$ cat config.mk
export PLATFORM = sky130hd
export DESIGN_NAME = core_irq_claim
export DESIGN_NICKNAME = d
export VERILOG_FILES = /design/src/rtl/cic_pkg.sv /design/src/rtl/cic_flag_bank.sv /design/src/rtl/cic_pick.sv /design/src/rtl/cic_ipi.sv /design/src/rtl/core_irq_claim.sv
export SDC_FILE = /design/constraint.sdc
export NUM_CORES = 1
export LEC_CHECK = 0
export BUFFER_PORTS_ARGS = -buffer_cell sky130_fd_sc_hd__buf_2
export CAP_MARGIN = 20
export CORE_MARGIN = 2
export CORE_UTILIZATION = 55
export CTS_CLUSTER_SIZE = 16
export DETAILED_ROUTE_END_ITERATION = 16
export PLACE_DENSITY = 0.87
export RECOVER_POWER = 25
export SETUP_SLACK_MARGIN = 0.2
export SLEW_MARGIN = 10
export SYNTH_ARGS = -nofsm -noshare
export SYNTH_HDL_FRONTEND = slang
export SYNTH_HIERARCHICAL = 1
export SYNTH_SLANG_ARGS = --single-unit
$ cat constraint.sdc
create_clock -name clk -period 4.7 [get_ports clk]
set_input_delay 0 -clock clk [delete_from_list [all_inputs] [get_ports clk]]
set_output_delay 0 -clock clk [all_outputs]
set_load 0.05 [all_outputs]
$ cat src/rtl/cic_pkg.sv
package cic_pkg;
  localparam int ID_W = 10;
  localparam logic [ID_W-1:0] NONE_ID = 10'h3FF;

  localparam logic [11:0] OFS_CTRL  = 12'h000;
  localparam logic [11:0] OFS_SIG   = 12'h060;
  localparam logic [11:0] OFS_READY = 12'h06C;
  localparam logic [11:0] OFS_SETEN = 12'h0A0;
  localparam logic [11:0] OFS_CLREN = 12'h0A4;
  localparam logic [11:0] OFS_DONE  = 12'h0B4;

  typedef struct packed {
    logic ctrl_wr;
    logic ctrl_rd;
    logic sig_wr;
    logic ready_rd;
    logic seten_wr;
    logic clren_wr;
    logic done_wr;
  } acc_t;
endpackage

$ cat src/rtl/cic_flag_bank.sv
module cic_flag_bank #(
  parameter int NUM_IRQ = 64
) (
  input  logic                    clk,
  input  logic                    rst_n,
  input  logic                    set_i,
  input  logic                    clr_i,
  input  logic [cic_pkg::ID_W-1:0] id_i,
  output logic [NUM_IRQ-1:0]      flag_o
);
  import cic_pkg::*;

  logic [NUM_IRQ-1:0] flag_q, flag_d;

  // One flag per number; a number outside the bank matches no flag.
  for (genvar g = 0; g < NUM_IRQ; g++) begin : g_flag
    logic hit;
    assign hit = (id_i == ID_W'(g));
    always_comb begin
      flag_d[g] = flag_q[g];
      if (set_i && hit)      flag_d[g] = 1'b1;
      else if (clr_i && hit) flag_d[g] = 1'b0;
    end
  end

  always_ff @(posedge clk or negedge rst_n) begin
    if (!rst_n) flag_q <= '0;
    else        flag_q <= flag_d;
  end

  assign flag_o = flag_q;
endmodule

$ cat src/rtl/cic_pick.sv
module cic_pick #(
  parameter int NUM_IRQ = 64
) (
  input  logic [NUM_IRQ-1:0]       ready_i,
  output logic                     any_o,
  output logic [cic_pkg::ID_W-1:0] id_o
);
  import cic_pkg::*;

  // Scan downward so the lowest set bit is the last to write id_o.
  always_comb begin
    any_o = 1'b0;
    id_o  = NONE_ID;
    for (int i = NUM_IRQ - 1; i >= 0; i--) begin
      if (ready_i[i]) begin
        any_o = 1'b1;
        id_o  = ID_W'(i);
      end
    end
  end
endmodule

$ cat src/rtl/cic_ipi.sv
module cic_ipi #(
  parameter int NUM_CORES = 4,
  parameter int IPI_NUM   = 15
) (
  input  logic                 clk,
  input  logic                 rst_n,
  input  logic                 sig_wr_i,
  input  logic [31:0]          sig_data_i,
  input  logic                 ipi_set_i,
  input  logic                 ipi_clr_i,
  output logic                 pend_o,
  output logic [NUM_CORES-1:0] req_o
);
  localparam int MASK_LSB = 8;

  logic                 pend_q, pend_d;
  logic [NUM_CORES-1:0] req_q, req_d;
  logic                 num_ok;

  assign num_ok = (sig_data_i[3:0] == 4'(IPI_NUM));

  always_comb begin
    req_d = '0;
    if (sig_wr_i && num_ok) req_d = sig_data_i[MASK_LSB +: NUM_CORES];
    pend_d = pend_q;
    if (ipi_clr_i) pend_d = 1'b0;
    if (ipi_set_i) pend_d = 1'b1;
  end

  always_ff @(posedge clk or negedge rst_n) begin
    if (!rst_n) begin
      pend_q <= 1'b0;
      req_q  <= '0;
    end else begin
      pend_q <= pend_d;
      req_q  <= req_d;
    end
  end

  assign pend_o = pend_q;
  assign req_o  = req_q;
endmodule

$ cat src/rtl/core_irq_claim.sv
module core_irq_claim #(
  parameter int NUM_IRQ   = 64,
  parameter int PRIV_IRQ  = 32,
  parameter int NUM_CORES = 4,
  parameter int IPI_NUM   = 15
) (
  input  logic                        clk,
  input  logic                        rst_n,
  input  logic [PRIV_IRQ-1:0]         pend_priv_i,
  input  logic [NUM_IRQ-PRIV_IRQ-1:0] pend_route_i,
  input  logic                        ipi_set_i,
  input  logic                        reg_wr_i,
  input  logic                        reg_rd_i,
  input  logic [11:0]                 reg_addr_i,
  input  logic [31:0]                 reg_wdata_i,
  output logic [31:0]                 reg_rdata_o,
  output logic                        irq_o,
  output logic                        cmpl_valid_o,
  output logic [9:0]                  cmpl_id_o,
  output logic [NUM_CORES-1:0]        ipi_req_o
);
  import cic_pkg::*;

  acc_t              acc;
  logic [ID_W-1:0]   wid;
  logic              wid_in_range;
  logic [NUM_IRQ-1:0] en_q, act_q, pend_all, ready_vec;
  logic              any_ready, ipi_pend, lcl_en_q, lcl_en_d, claim;
  logic [ID_W-1:0]   pick_id;
  logic [31:0]       rdata_d;
  logic              cmpl_v_d;
  logic [ID_W-1:0]   cmpl_id_d;

  // Access decode
  always_comb begin
    acc          = '0;
    acc.ctrl_wr  = reg_wr_i && (reg_addr_i == OFS_CTRL);
    acc.ctrl_rd  = reg_rd_i && (reg_addr_i == OFS_CTRL);
    acc.sig_wr   = reg_wr_i && (reg_addr_i == OFS_SIG);
    acc.ready_rd = reg_rd_i && (reg_addr_i == OFS_READY);
    acc.seten_wr = reg_wr_i && (reg_addr_i == OFS_SETEN);
    acc.clren_wr = reg_wr_i && (reg_addr_i == OFS_CLREN);
    acc.done_wr  = reg_wr_i && (reg_addr_i == OFS_DONE);
  end

  assign wid          = reg_wdata_i[ID_W-1:0];
  assign wid_in_range = (wid < ID_W'(NUM_IRQ));

  // Enable flags
  cic_flag_bank #(.NUM_IRQ(NUM_IRQ)) u_enable (
    .clk    (clk),
    .rst_n  (rst_n),
    .set_i  (acc.seten_wr),
    .clr_i  (acc.clren_wr),
    .id_i   (wid),
    .flag_o (en_q)
  );

  // In-service flags: set by a claim, cleared by a completion
  cic_flag_bank #(.NUM_IRQ(NUM_IRQ)) u_active (
    .clk    (clk),
    .rst_n  (rst_n),
    .set_i  (claim),
    .clr_i  (acc.done_wr),
    .id_i   (claim ? pick_id : wid),
    .flag_o (act_q)
  );

  cic_ipi #(.NUM_CORES(NUM_CORES), .IPI_NUM(IPI_NUM)) u_ipi (
    .clk        (clk),
    .rst_n      (rst_n),
    .sig_wr_i   (acc.sig_wr),
    .sig_data_i (reg_wdata_i),
    .ipi_set_i  (ipi_set_i),
    .ipi_clr_i  (acc.done_wr && (wid == ID_W'(IPI_NUM))),
    .pend_o     (ipi_pend),
    .req_o      (ipi_req_o)
  );

  // Pending vector: private lines below, routed lines above
  always_comb begin
    pend_all = {pend_route_i, pend_priv_i};
    pend_all[IPI_NUM] = pend_priv_i[IPI_NUM] | ipi_pend;
  end

  assign ready_vec = pend_all & en_q & ~act_q;

  cic_pick #(.NUM_IRQ(NUM_IRQ)) u_pick (
    .ready_i (ready_vec),
    .any_o   (any_ready),
    .id_o    (pick_id)
  );

  assign claim = acc.ready_rd && lcl_en_q && any_ready;
  assign irq_o = lcl_en_q && any_ready;

  // Next-state logic of the local registers
  always_comb begin
    lcl_en_d = acc.ctrl_wr ? reg_wdata_i[0] : lcl_en_q;

    rdata_d = reg_rdata_o;
    if (acc.ctrl_rd)       rdata_d = {31'b0, lcl_en_q};
    else if (acc.ready_rd) rdata_d = {22'b0, (claim ? pick_id : NONE_ID)};
    else if (reg_rd_i)     rdata_d = '0;

    cmpl_v_d  = acc.done_wr && wid_in_range;
    cmpl_id_d = cmpl_v_d ? wid : cmpl_id_o;
  end

  always_ff @(posedge clk or negedge rst_n) begin
    if (!rst_n) begin
      lcl_en_q     <= 1'b0;
      reg_rdata_o  <= '0;
      cmpl_valid_o <= 1'b0;
      cmpl_id_o    <= '0;
    end else begin
      lcl_en_q     <= lcl_en_d;
      reg_rdata_o  <= rdata_d;
      cmpl_valid_o <= cmpl_v_d;
      cmpl_id_o    <= cmpl_id_d;
    end
  end
endmodule

# After elaboration in Yosys (flattened, before gate mapping)
# Index checks and enable logic that the tools add are counted.
[totals]
register_bits = 177
in_bits = 113
[op_classes]
n_eq_ne = 132
n_mux = 392
n_lt_le_gt_ge = 1
n_reduce_logical = 402
n_bitwise = 4
[ops]
columns = ["cell", "n"]
rows = [
  ["10-bit 2-to-1 mux", 66],
  ["10-bit by 6-bit == test with 1-bit output (second input constant)", 64],
  ["1-bit 2-to-1 mux", 322],
  ["10-bit by 5-bit == test with 1-bit output (second input constant)", 32],
  ["1-bit logical AND", 269],
  ["2-bit nonzero test", 129],
  ["10-bit by 4-bit == test with 1-bit output (second input constant)", 16],
  ["64-bit AND", 2],
  ["32-bit 2-to-1 mux", 3],
  ["10-bit by 3-bit == test with 1-bit output (second input constant)", 8],
  ["64-bit inverter", 1],
  ["10-bit by 2-bit == test with 1-bit output (second input constant)", 4],
  ["12-bit by 8-bit == test with 1-bit output (second input constant)", 3],
  ["12-bit by 7-bit == test with 1-bit output (second input constant)", 2],
  ["10-bit by 1-bit == test with 1-bit output (second input constant)", 2],
  ["10-bit logical NOT", 2],
  ["12-bit logical NOT", 1],
  ["10-bit by 7-bit < comparator with 1-bit output (second input constant)", 1],
  ["4-bit == test (second input constant)", 1],
  ["4-bit 2-to-1 mux", 1],
  ["3-bit nonzero test", 1],
  ["1-bit bitwise OR", 1],
]

# Logic depth before layout (Yosys ltp)
[logic_depth]
word_depth = 73
mapped_depth = 17
depth_no_buf = 13

# Hierarchy
# Netlist, hierarchy kept.
[by_module_without_submodules]
columns = ["mod", "area_per_inst_um2", "n_inst", "cells_per_inst", "seq_area_each_um2"]
rows = [
  ["cic_flag_bank", 3001.6, 2, 268, 1601.5],
  ["core_irq_claim", 1809.2, 1, 256, 550.5],
  ["cic_pick", 862.1, 1, 148, 0.0],
  ["cic_ipi", 178.9, 1, 16, 125.1],
]

# Least setup slack after synthesis
# No wires, ideal clock.
[synth_path]
path_kind = "register to register"
start = "reg u_enable.flag_q[23], in the netlist u_enable/flag_o[23]"
end = "reg u_active.flag_q[0], in the netlist u_active/flag_o[0]"
path_buffers = 3
synth_period_minus_slack_ns = 3.795
slack_ns = 0.905
setup_time_ns = 0.132
required_time_ns = 4.568
arrival_ns = 3.663
stages_incl_launch_ff = 16
path_cell_list = "dfrtp_1 -> nand2_1 -> nor2_1 -> or4_1 -> nor3_2 -> nand2b_1 -> or4_1 -> nand2_1 -> nor2_4 -> buf_8 -> mux2_4 -> or4_1 -> buf_6 -> buf_12 -> o41ai_2 -> o21ai_1"
[synth_via]
elab_chain_cells = 31
word_cells_on_any_way = 57
[synth_lines]
columns = ["element", "line", "source"]
rows = [
  ["start: declaration", "cic_flag_bank.sv:13", "logic [NUM_IRQ-1:0] flag_q, flag_d;"],
  ["start signal: assignment", "cic_flag_bank.sv:28", "else flag_q <= flag_d;"],
  ["64-bit AND * (2 in a row)", "core_irq_claim.sv:86", "assign ready_vec = pend_all & en_q & ~act_q;"],
  ["named net ready_vec[23]", "core_irq_claim.sv:27", "logic [NUM_IRQ-1:0] en_q, act_q, pend_all, ready_vec;"],
  ["1-bit 2-to-1 mux * (24 in a row)", "cic_pick.sv:15", "if (ready_i[i]) begin"],
  ["named net any_ready", "core_irq_claim.sv:28", "logic any_ready, ipi_pend, lcl_en_q, lcl_en_d, claim;"],
  ["1-bit logical AND *", "core_irq_claim.sv:94", "assign claim = acc.ready_rd && lcl_en_q && any_ready;"],
  ["named net claim", "core_irq_claim.sv:28", ""],
  ["10-bit 2-to-1 mux", "core_irq_claim.sv:65", ".id_i (claim ? pick_id : wid),"],
  ["10-bit logical NOT", "cic_flag_bank.sv:18", "assign hit = (id_i == ID_W'(g));"],
  ["1-bit logical AND (on tied branches)", "cic_flag_bank.sv:21, cic_flag_bank.sv:22", ""],
  ["1-bit 2-to-1 mux / 2-bit nonzero test (equally long branches)", "--", ""],
  ["end signal: assignment", "cic_flag_bank.sv:28", ""],
  ["end: declaration", "cic_flag_bank.sv:13", ""],
]
# Mark *: on every way through the listed nets, which the timed path passes. The rest lies on a longest branch.
# A chain may end at the register's enable or synchronous reset.

# Worst setup path in the final report
[layout_path]
start = "reg u_enable.flag_q[15], in the netlist u_enable/flag_o[15]"
end = "reg u_active.flag_q[38], in the netlist u_active/flag_o[38]"
[layout_via]
elab_chain_cells = 23
word_cells_on_any_way = 41
[layout_lines]
columns = ["element", "line"]
rows = [
  ["64-bit AND * (2 in a row)", "core_irq_claim.sv:86"],
  ["named net ready_vec[15]", "core_irq_claim.sv:27"],
  ["1-bit 2-to-1 mux * (16 in a row)", "cic_pick.sv:15"],
  ["named net any_ready", "core_irq_claim.sv:28"],
  ["1-bit logical AND *", "core_irq_claim.sv:94"],
  ["10-bit 2-to-1 mux", "core_irq_claim.sv:65"],
  ["10-bit by 6-bit == test with 1-bit output", "cic_flag_bank.sv:18"],
  ["1-bit logical AND (on tied branches)", "cic_flag_bank.sv:21, cic_flag_bank.sv:22"],
  ["1-bit 2-to-1 mux / 2-bit nonzero test (equally long branches)", "--"],
]
# Marks and branches as above.

==> key figures <==
Run status
  • Status: complete, but fails checks
  • Failing checks: max-capacitance violations, max-slew violations

STA
  • Rel. slew slack: -0.740
  • Fin crit share: 0.935
  • Least-Margin Pin Slew: 2.61 ns
  • RSZ-0062 raised after global routing: false
  • Final setup fails: 0
  • Layout Skew: 0.0113 ns
  • Worst hold margin: 0.0327 ns
  • Slew Viols, Final: 106
  • Crit path time final: 4.40 ns
  • Hold Vio Cnt, Final: 0
  • Setup_tns: 0 ns
  • Highest clock rate: 0.228 GHz

Clock network
  • Clk sinks: 155
  • CTS buffer count: 17
  • CTS H-tree depth: 4
  • Root Driver: clkbuf_16
  • Worst-Skew Late Latency: 0.43 ns
  • Clk buf depth: 2
  • Clk slew on worst S/H paths: 0.07 ns
  • CTS tree: done

Worst setup path
  • Crit Path Category: reg2reg
  • Crit path depth: 13
  • CP Cell Sequence: nor3b_1 > nor2_1 > nand3_1 > or2_1 > nand2b_1 > or4_1 > nand2_1 > nor2_4 > mux2_4 > or3b_2 > buf_6 > o41ai_1 > o21ai_0
  • Maximum fanout along the worst path: 64
  • Buffers and inverters on the worst path: 1
  • Worst EP required: 4.98 ns
  • Reg2Reg Depth: 13
  • Max incr delay on CP: 0.69 ns
  • CP max-delay cell: nor3b_1
  • Startpoint Class: flop
  • CP Capture Type: flop
  • CP arrival: 4.68 ns
  • Kind of cell adding the most delay to the critical path: simple AND/OR/NAND/NOR gates
  • R2R Setup Slk: 0.30 ns

Synthesis
  • Register area share after synthesis: 0.438
  • Synth cell count leaders: dfrtp_1, nor2_1, nand2_1, o41ai_1, o21ai_1
  • YS warnings: 6
  • Area contributors post-synth: dfrtp_1, o41ai_1, o41ai_2, o21ai_1, nor2_1
  • Number of synthesized register bits: 155
  • Post-synth ARST share: 1.00
  • Most common cell in the synthesized netlist: dfrtp_1
  • Synthesized cell area: 8850 um^2
  • Ys flop type: dfrtp_1
  • Top cell type's share of synthesized area: 0.438
  • Netlist cell types: 62
  • Mapped Cells: 956
  • Post-synth EDFFs: 0
  • Post-synthesis average cell area: 9.26 um^2
  • Post-synth top area cell: dfrtp_1

Cells and area
  • Sequential cell area: 3880 um^2
  • Antenna Cells: 0
  • Layout Area Growth over Synthesis: 14.1%
  • Net count, final: 1160
  • Number of fillers in the final layout: 1237
  • Area occupied by multi-input gates: 4420 um^2
  • Cell area after layout: 10100 um^2
  • Share of cells above drive strength 1: 0.202
  • Final non-filler cell total: 1276

Place
  • Placed cell areas: 9360 um^2
  • Port bufs: 118
  • HPWL after DPL: 20400 um
  • GPL Wtd Cong: 0.991
  • DP Cell Count: 1228

Routing
  • Final WL: 30800 um
  • DR iter-0 viols: 1188
  • Drt pass-1 iters: 6
  • Post-DRT Antenna Nets: 0
  • Vias per Instance: 6.90
  • DR vias: 8800
  • Post-DR wirelength/cell: 24.1 um
  • Residual DRC: 0

Die
  • Starting Density: 0.559
  • DIE AREA: 17100 um^2
  • # IOs: 161
  • Die Y: 131 um
  • Site row count: 46
  • Die Span X: 131 um
  • CORE AREA: 15800 um^2

Run
  • Max cap viols: 1

Pwr
  • Power Dens Cells: 289 nW/um^2
  • VDD IR max: 0.000224 V
  • Pleak: 4.23 nW

Global routing
  • Pin count of the biggest net entering global routing: 106
  • Total congestion overflow: 0
  • Initial antenna violation count: 0
  • GRT Util Overall: 0.361
  • Gr busiest metal: met2
  • GR Layer Usage met2: 0.555
  • Met1 Use GR: 0.473
  • First-pass GRT wire length: 45700 um
  • Met3 Use GR: 0.104
  • Vias in the first global route: 8104

Min path
  • HP Class: in2reg
  • Min-Delay Path Depth: 3
power by group:
part	internal, mW	switching, mW
Clock	0.770	0.577
Combinational	0.0549	0.187
Sequential	1.33	0.000404
worst min-delay path: stages:
cell and delay [ns]:
buf_2 0.20, nand4_2 0.17, nor2_1 0.06
cells in the final DEF (no fill, tap or decap), types with 10 or more instances in the layout:
cell type / count
dfrtp_1: 155
nor2_1: 111
nand2_1: 106
o41ai_1: 101
buf_2: 96
o21ai_1: 88
o21ai_0: 47
o41ai_2: 28
inv_1: 25
conb_1: 22
clkbuf_1: 21
nand3_1: 17
clkbuf_16: 17
nand2b_1: 16
dlygate4sd3_1: 16
buf_4: 16
nor4_1: 15
o22ai_1: 10
flip-flops by register name, summed over array words and instances (netlist names):
name             cells
cmpl_id_o           10
cmpl_valid_o         1
lcl_en_q             1
reg_rdata_o         10
u_active/flag_o     64
u_enable/flag_o     64
u_ipi/pend_o         1
u_ipi/req_o          4
logic make-up after synthesis:
family,synth area share
compound gates,0.269
buf+inv,0.0746
flops,0.438
mux,0.0254
other cells,0.000424
simple gates,0.192
path summary, 6_finish.rpt:
check / startpoint / to
hold / removal: reg_wdata_i[2] / u_ipi/req_o[0]
setup / recovery: u_enable/flag_o[15] / u_active/flag_o[38]
max in group asynchronous: rst_n / u_enable/flag_o[33]
min in group asynchronous: rst_n / reg_rdata_o[9]
hold reg to reg: u_ipi/pend_o / u_ipi/pend_o
setup reg to reg: u_enable/flag_o[15] / u_active/flag_o[38]
layer usage:
| layer | wire length [um] | vias up |
|---|---|---|
| met5 | 0 | - |
| met4 | 1770 | 0 |
| met3 | 3980 | 173 |
| met2 | 13900 | 790 |
| met1 | 11100 | 4099 |
| li1 | - | 3738 |
layout make-up:
class,count,share of cell area
inverter,25,0.00929
clock inverter,9,0.00768
tap,216,0.0267
multi-input combinational,697,0.438
timing repair buffer,151,0.0847
sequential,155,0.384
clock buffer,23,0.0503
repair_timing:
item,4_1_cts,5_1_grt
endpoints found under the hold margin,122,0
hold buffers,16,0
setup buffers,0,0
gates resized for setup,0,6
endpoints found under the setup margin,0,63
through the flow:
step	power (mW)	util	setup WS (ns)
after floorplan	1.49	-	0.905
after global placement	1.58	0.591	0.424
after detailed placement	1.58	0.591	0.341
after CTS	2.91	0.638	0.248
after global routing	2.99	0.638	0.225
final	2.92	0.638	0.305
Note: power is estimated with default switching activity, not from simulation.
